$ cat src/rtl/adc_seq_pkg.sv
package adc_seq_pkg;

    localparam int RES_W     = 12;
    localparam int CH_W      = 3;
    localparam int MODE_W    = 2;
    localparam int CTRL_W    = 1 + CH_W + 1 + 1 + MODE_W;
    localparam int TRK_BIT   = 5;
    localparam int ROUTE_BIT = 6;

    localparam logic [MODE_W-1:0] MODE_EXT_CLK = '1;

    typedef struct packed {
        logic              start;
        logic [CH_W-1:0]   chan;
        logic              unipolar;
        logic              single;
        logic [MODE_W-1:0] mode;
    } cmd_t;

    typedef struct packed {
        logic [CH_W-1:0] pos;
        logic [CH_W-1:0] neg;
        logic            neg_com;
    } route_t;

    typedef enum logic {
        RX_HUNT,
        RX_SHIFT
    } rx_state_e;

    function automatic route_t decode_route(input logic [CH_W-1:0] chan,
                                            input logic single);
        route_t r;
        r.pos = chan;
        if (single) begin
            r.neg     = '0;
            r.neg_com = 1'b1;
        end else begin
            r.neg     = {chan[CH_W-1:1], ~chan[0]};
            r.neg_com = 1'b0;
        end
        return r;
    endfunction

endpackage

$ cat src/rtl/adc_seq_edge.sv
module adc_seq_edge (
    input  logic clk,
    input  logic rst,
    input  logic sclk,
    input  logic cs_n,
    output logic active,
    output logic sclk_rise,
    output logic sclk_fall
);
    logic sclk_q;

    always_ff @(posedge clk) begin
        if (rst) begin
            sclk_q <= 1'b0;
        end else begin
            sclk_q <= sclk;
        end
    end

    assign active    = ~cs_n;
    assign sclk_rise = active & sclk & ~sclk_q;
    assign sclk_fall = active & ~sclk & sclk_q;
endmodule

$ cat src/rtl/adc_seq_rx.sv
module adc_seq_rx
    import adc_seq_pkg::*;
(
    input  logic clk,
    input  logic rst,
    input  logic active,
    input  logic sclk_rise,
    input  logic sclk_fall,
    input  logic din,
    output logic ev_track,
    output logic ev_route,
    output logic ev_hold,
    output cmd_t cmd
);
    localparam int CNT_W = $clog2(CTRL_W + 1);

    rx_state_e        state;
    logic [CNT_W-1:0] nbits;
    cmd_t             frame;
    logic             pend_trk;
    logic             pend_route;
    logic             pend_hold;

    always_ff @(posedge clk) begin
        if (rst || !active) begin
            state      <= RX_HUNT;
            nbits      <= '0;
            frame      <= '0;
            pend_trk   <= 1'b0;
            pend_route <= 1'b0;
            pend_hold  <= 1'b0;
        end else begin
            if (sclk_fall) begin
                pend_trk   <= 1'b0;
                pend_route <= 1'b0;
                pend_hold  <= 1'b0;
            end
            if (sclk_rise) begin
                if (state == RX_HUNT) begin
                    if (din) begin
                        frame       <= '0;
                        frame.start <= 1'b1;
                        nbits       <= CNT_W'(1);
                        state       <= RX_SHIFT;
                    end
                end else begin
                    for (int i = 0; i < CTRL_W; i++) begin
                        if (i == CTRL_W - 1 - int'(nbits)) begin
                            frame[i] <= din;
                        end
                    end
                    nbits <= nbits + CNT_W'(1);
                    if (nbits == CNT_W'(TRK_BIT - 1)) begin
                        pend_trk <= 1'b1;
                    end
                    if (nbits == CNT_W'(ROUTE_BIT - 1)) begin
                        pend_route <= 1'b1;
                    end
                    if (nbits == CNT_W'(CTRL_W - 1)) begin
                        pend_hold <= 1'b1;
                        state     <= RX_HUNT;
                    end
                end
            end
        end
    end

    assign ev_track = sclk_fall & pend_trk;
    assign ev_route = sclk_fall & pend_route;
    assign ev_hold  = sclk_fall & pend_hold & frame.start;
    assign cmd      = frame;
endmodule

$ cat src/rtl/adc_seq_front.sv
module adc_seq_front
    import adc_seq_pkg::*;
(
    input  logic            clk,
    input  logic            rst,
    input  logic            active,
    input  logic            ev_track,
    input  logic            ev_route,
    input  logic            ev_hold,
    input  logic [CH_W-1:0] chan,
    input  logic            single,
    input  logic            unipolar_in,
    output logic            track,
    output route_t          route,
    output logic            unipolar
);
    always_ff @(posedge clk) begin
        if (rst) begin
            track    <= 1'b0;
            route    <= '{pos: '0, neg: '0, neg_com: 1'b1};
            unipolar <= 1'b0;
        end else if (!active) begin
            track <= 1'b0;
        end else begin
            if (ev_track) begin
                track <= 1'b1;
            end else if (ev_hold) begin
                track <= 1'b0;
            end
            if (ev_route) begin
                route    <= decode_route(chan, single);
                unipolar <= unipolar_in;
            end
        end
    end
endmodule

$ cat src/rtl/adc_seq_sar.sv
module adc_seq_sar
    import adc_seq_pkg::*;
#(
    parameter int WIDTH = RES_W
) (
    input  logic             clk,
    input  logic             rst,
    input  logic             active,
    input  logic             sclk_rise,
    input  logic             sclk_fall,
    input  logic             ev_hold,
    input  logic             ext_mode,
    input  logic             cmp,
    output logic [WIDTH-1:0] code,
    output logic             dout,
    output logic             strobe
);
    localparam int IDX_W = $clog2(WIDTH);
    localparam int OC_W  = $clog2(WIDTH + 1);
    localparam logic [WIDTH-1:0] MID = WIDTH'(1) << (WIDTH - 1);

    logic             busy;
    logic             deciding;
    logic [IDX_W-1:0] dec_idx;
    logic [OC_W-1:0]  out_cnt;

    always_ff @(posedge clk) begin
        if (rst) begin
            busy     <= 1'b0;
            deciding <= 1'b0;
            dec_idx  <= '0;
            out_cnt  <= '0;
            code     <= '0;
            dout     <= 1'b0;
            strobe   <= 1'b0;
        end else if (!active) begin
            busy     <= 1'b0;
            deciding <= 1'b0;
            dout     <= 1'b0;
            strobe   <= 1'b0;
        end else if (ev_hold) begin
            if (ext_mode) begin
                busy     <= 1'b1;
                deciding <= 1'b1;
                dec_idx  <= IDX_W'(WIDTH - 1);
                out_cnt  <= '0;
                code     <= MID;
                strobe   <= 1'b1;
            end else begin
                busy     <= 1'b0;
                deciding <= 1'b0;
                strobe   <= 1'b0;
            end
            dout <= 1'b0;
        end else begin
            if (sclk_rise && busy && deciding) begin
                for (int i = 0; i < WIDTH; i++) begin
                    if (i == int'(dec_idx)) begin
                        code[i] <= cmp;
                    end
                    if (i + 1 == int'(dec_idx)) begin
                        code[i] <= 1'b1;
                    end
                end
                if (dec_idx == '0) begin
                    deciding <= 1'b0;
                end else begin
                    dec_idx <= dec_idx - IDX_W'(1);
                end
            end
            if (sclk_fall && busy) begin
                strobe <= 1'b0;
                if (out_cnt == OC_W'(WIDTH)) begin
                    dout <= 1'b0;
                    busy <= 1'b0;
                end else begin
                    for (int i = 0; i < WIDTH; i++) begin
                        if (i == WIDTH - 1 - int'(out_cnt)) begin
                            dout <= code[i];
                        end
                    end
                    out_cnt <= out_cnt + OC_W'(1);
                end
            end
        end
    end
endmodule

$ cat src/rtl/adc_serial_seq.sv
module adc_serial_seq
    import adc_seq_pkg::*;
(
    input  logic             clk,
    input  logic             rst,
    input  logic             cs_n,
    input  logic             sclk,
    input  logic             din,
    input  logic             cmp_in,
    output logic             dout,
    output logic             dout_oe,
    output logic             sstrb,
    output logic             sstrb_oe,
    output logic             th_track,
    output logic [CH_W-1:0]  mux_pos,
    output logic [CH_W-1:0]  mux_neg,
    output logic             neg_com,
    output logic             unipolar,
    output logic [RES_W-1:0] dac_code
);
    logic   active;
    logic   sclk_rise;
    logic   sclk_fall;
    logic   ev_track;
    logic   ev_route;
    logic   ev_hold;
    cmd_t   cmd;
    route_t route;
    logic   oe_q;

    adc_seq_edge u_edge (
        .clk       (clk),
        .rst       (rst),
        .sclk      (sclk),
        .cs_n      (cs_n),
        .active    (active),
        .sclk_rise (sclk_rise),
        .sclk_fall (sclk_fall)
    );

    adc_seq_rx u_rx (
        .clk       (clk),
        .rst       (rst),
        .active    (active),
        .sclk_rise (sclk_rise),
        .sclk_fall (sclk_fall),
        .din       (din),
        .ev_track  (ev_track),
        .ev_route  (ev_route),
        .ev_hold   (ev_hold),
        .cmd       (cmd)
    );

    adc_seq_front u_front (
        .clk         (clk),
        .rst         (rst),
        .active      (active),
        .ev_track    (ev_track),
        .ev_route    (ev_route),
        .ev_hold     (ev_hold),
        .chan        (cmd.chan),
        .single      (cmd.single),
        .unipolar_in (cmd.unipolar),
        .track       (th_track),
        .route       (route),
        .unipolar    (unipolar)
    );

    adc_seq_sar #(.WIDTH(RES_W)) u_sar (
        .clk       (clk),
        .rst       (rst),
        .active    (active),
        .sclk_rise (sclk_rise),
        .sclk_fall (sclk_fall),
        .ev_hold   (ev_hold),
        .ext_mode  (cmd.mode == MODE_EXT_CLK),
        .cmp       (cmp_in),
        .code      (dac_code),
        .dout      (dout),
        .strobe    (sstrb)
    );

    always_ff @(posedge clk) begin
        if (rst) begin
            oe_q <= 1'b0;
        end else begin
            oe_q <= active;
        end
    end

    assign dout_oe  = oe_q;
    assign sstrb_oe = oe_q;
    assign mux_pos  = route.pos;
    assign mux_neg  = route.neg;
    assign neg_com  = route.neg_com;
endmodule

$ cat config.mk
export PLATFORM = sky130hd
export DESIGN_NAME = adc_serial_seq
export DESIGN_NICKNAME = d
export VERILOG_FILES = /design/src/rtl/adc_seq_pkg.sv /design/src/rtl/adc_seq_edge.sv /design/src/rtl/adc_seq_rx.sv /design/src/rtl/adc_seq_front.sv /design/src/rtl/adc_seq_sar.sv /design/src/rtl/adc_serial_seq.sv
export SDC_FILE = /design/constraint.sdc
export NUM_CORES = 1
export LEC_CHECK = 0
export ABC_AREA = 1
export ABC_CLOCK_PERIOD_IN_PS = 2100
export BUFFER_PORTS_ARGS = -buffer_cell sky130_fd_sc_hd__buf_4
export CORE_ASPECT_RATIO = 0.5
export CORE_MARGIN = 5
export CORE_UTILIZATION = 50
export CTS_BUF_LIST = sky130_fd_sc_hd__clkbuf_4 sky130_fd_sc_hd__clkbuf_8
export DETAILED_ROUTE_END_ITERATION = 12
export PLACE_DENSITY = 0.78
export SYNTH_ARGS = -nofsm -noshare
export SYNTH_HDL_FRONTEND = slang
export SYNTH_SLANG_ARGS = --single-unit
$ cat constraint.sdc
create_clock -name clk -period 2.1 [get_ports clk]
set_clock_uncertainty 0.1 [all_clocks]
set_input_delay 0.315 -clock clk [delete_from_list [all_inputs] [get_ports clk]]
set_output_delay 0.315 -clock clk [all_outputs]
set_load 0.005 [all_outputs]
==> impl_metrics.tcl <==
set metrics [dict create \
    pin_count 31 \
    dp_hpwl_microns 4670 \
    grt_pass1_vias 2354 \
    wl_per_cell_microns 12.1 \
    post_cts_buffers 0 \
    grt_antenna_before_repair 0 \
    hold_viol 0 \
    critical_path_class "register to register" \
    avgSynthCellArea_sq_um 6.93 \
    max_freq_mhz 538 \
    via_count 2524 \
    synthMuxAreaShare_pct 0 \
    power_density_nw_per_um2 530 \
    gr-total-overflow 0 \
    cellLeakagePower_uw 0.00134 \
    synthFlopType "dfxtp_1" \
    worst_slew_pin_slew_ps 428 \
    end_kind "register" \
    min-delay-start "sclk" \
    syn-num-nets 413 \
    root_buffer "clkbuf_8" \
    synth_seq_cells 51 \
    n_fill_cell 517 \
    cts_made_buffers 5 \
    ant_nets 0 \
    seq_area_frac_synth_pct 37.3 \
    initial_utilization_pct 50.7 \
    synth_edf_count 0 \
    syn2layout_area_growth_pct 14.8 \
    synthArstFlopShare_pct 0 \
    power.total_uw 1660 \
    cp_max_fo 24 \
    synthSimpleGateAreaFrac_pct 26.5 \
    fin_crit_sh_pct 88.5 \
    r2r_slack_ps 240 \
    finalNonFillerCells 500 \
    hold_depth 3 \
    synth_xor_area_share_pct 0.320 \
    yosysMostFrequentCell "nor2_1" \
    dieArea_sq_um 7140 \
    cts.sinks 51 \
    yosys-top-cells-area "dfxtp_1 (37%), nor2_1 (8.9%), nand2_1 (8.8%), inv_1 (7.0%), a21oi_1 (6.8%)" \
    r2r_start "u_edge.sclk_q" \
    period_needed_ps 1860 \
    core-area_sq_um 5400 \
    synth_top_family_by_area "simple AND/OR/NAND/NOR gates" \
    synth-compound-area-share_pct 20.3 \
    setup_viol 0 \
    peakVddDrop_v 0.000314 \
    cap_violations 0 \
    min_to "u_edge.sclk_q" \
    status "completed" \
    relSlewSlack_pct 71.3 \
    cp-start-kind "register" \
    clock_path_buffers 2 \
    die_h_microns 62.3 \
    rows 19 \
    hold_class "input pin to register" \
    die_x_microns 115 \
    drt-initial-drc-count 144 \
    worstPathRequired_ps 2240 \
    dr.pass1.iters 4 \
    io_buffers 30 \
    synth_largest_area_cell "dfxtp_1" \
    rr_endpoint "u_sar.dec_idx[3]" \
    ctsHtreeMaxLevel 2 \
    clk_pin_slew_worst_paths_ps 90 \
    placed_cells 492 \
    grt_usage_pct 17.8 \
    layout.area.seq_sq_um 1020 \
    slew_viol_final 0 \
    critPathArrivalTime_ps 1990 \
    viasPerCell 5.05 \
    synth.distinct_cells 37 \
    grt_pass1_wl_microns 10600 \
    drt-total-wl_microns 6070 \
    cts_tree "done" \
    diodes 0 \
    rsz0062_at_grt "yes" \
    synthTopCellsByCount "nor2_1 (65), nand2_1 (64), dfxtp_1 (51), inv_1 (51), a21oi_1 (37)" \
    synth_top_area_share_pct 37.3 \
    clk_latency_ps 300 \
    multi_input_area_sq_um 1440 \
    synthAdderAreaFrac_pct 5.48 \
    layout.nets 444 \
    drc 0 \
    reg2reg_depth 12 \
    grt_max_degree 25 \
    whs_ps 144 \
    drive_gt1_share_pct 13.8 \
    yosysWarnings 0 \
    gp_congestion 0.881 \
    syn_inst 395 \
    synth_area_sq_um 2740 \
]
state kept, by name, summed over array words and instances (netlist names), 4 cells and up:
| name | cells |
|---|---|
| u_rx.cmd | 8 |
| u_sar.dec_idx | 4 |
| u_front.route | 7 |
| u_sar.code | 12 |
| u_rx.nbits | 4 |
| u_sar.out_cnt | 4 |
per-layer routing:
metal | GRT usage, % | wire length (microns)
met1 | 24.3 | 2980
met2 | 28.6 | 2750
met3 | 4.07 | 305
met4 | 3.56 | 34
met5 | 0 | 0
logic make-up after synthesis:
| logic type | Yosys count |
|---|---|
| simple gates | 164 |
| buf+inv | 68 |
| xor+xnor | 1 |
| compound gates | 99 |
| fa+ha+maj | 12 |
| flops | 51 |
layout by cell type (no fill, tap or decap), types with 7 or more instances in the layout:
cell and n:
nand3_1 17, o21ai_0 33, nor3_1 8, inv_1 51
clkbuf_8 7, nand2_1 64, buf_4 35, a21oi_1 37
dfxtp_1 51, nor2_1 65, ha_1 11
per-stage QoR:
step	worst slack [ps]	TNS [ps]	utilization (%)	instance area (sq um)
2_1_floorplan	441	0	-	2740
4_1_cts	210	0	58.1	3140
5_1_grt	-7.68	-7.68	58.2	3140
6_report	242	0	58.2	3140
3_3_place_gp	149	0	56.2	3030
3_5_place_dp	68.4	0	56.2	3030
where the power goes:
group / switching, uW / leakage (uW) / internal, uW
Sequential: 2.34 / 0.000411 / 969
Clock: 322 / 0.0000505 / 300
Combinational: 48.0 / 0.000875 / 23.1
critical path: stages, from the launching register on:
cell	delay, ps
dfxtp_1	320
inv_1	60
nor3_4	150
inv_2	120
nor2_8	130
inv_4	120
nand2_1	80
nand2_1	110
inv_4	150
o21ai_2	100
inv_1	120
nand4_1	90
a31oi_1	130
cell type report:
cell class                 instances  share of cell area [%]
clock inverter                     1                   0.239
clock buffer                       7                    3.07
multi-input combinational        276                    46.0
sequential                        51                    32.5
inverter                          57                    6.97
tap                               73                    2.91
timing repair buffer              35                    8.36
worst max-delay path by stage:
stage | start | end | slack, ps | cells after the start
final | u_edge.sclk_q | u_sar.dec_idx[3] | 240 | 12
after global routing | u_sar.out_cnt[0] | u_sar.dout | -8 | 18
after CTS | u_edge.sclk_q | u_sar.dec_idx[1] | 210 | 12
after detailed placement | cs_n | u_sar.dec_idx[1] | 70 | 12
after global placement | cs_n | u_sar.dec_idx[1] | 150 | 12
after floorplan | cs_n | u_sar.code[1] | 440 | 11
repair_timing:
action                     4_1_cts  5_1_grt
gates resized for setup          0        2
hold buffers                     0        0
setup endpoints to repair        0        2
No activity file was read; power rests on OpenSTA's default activity.
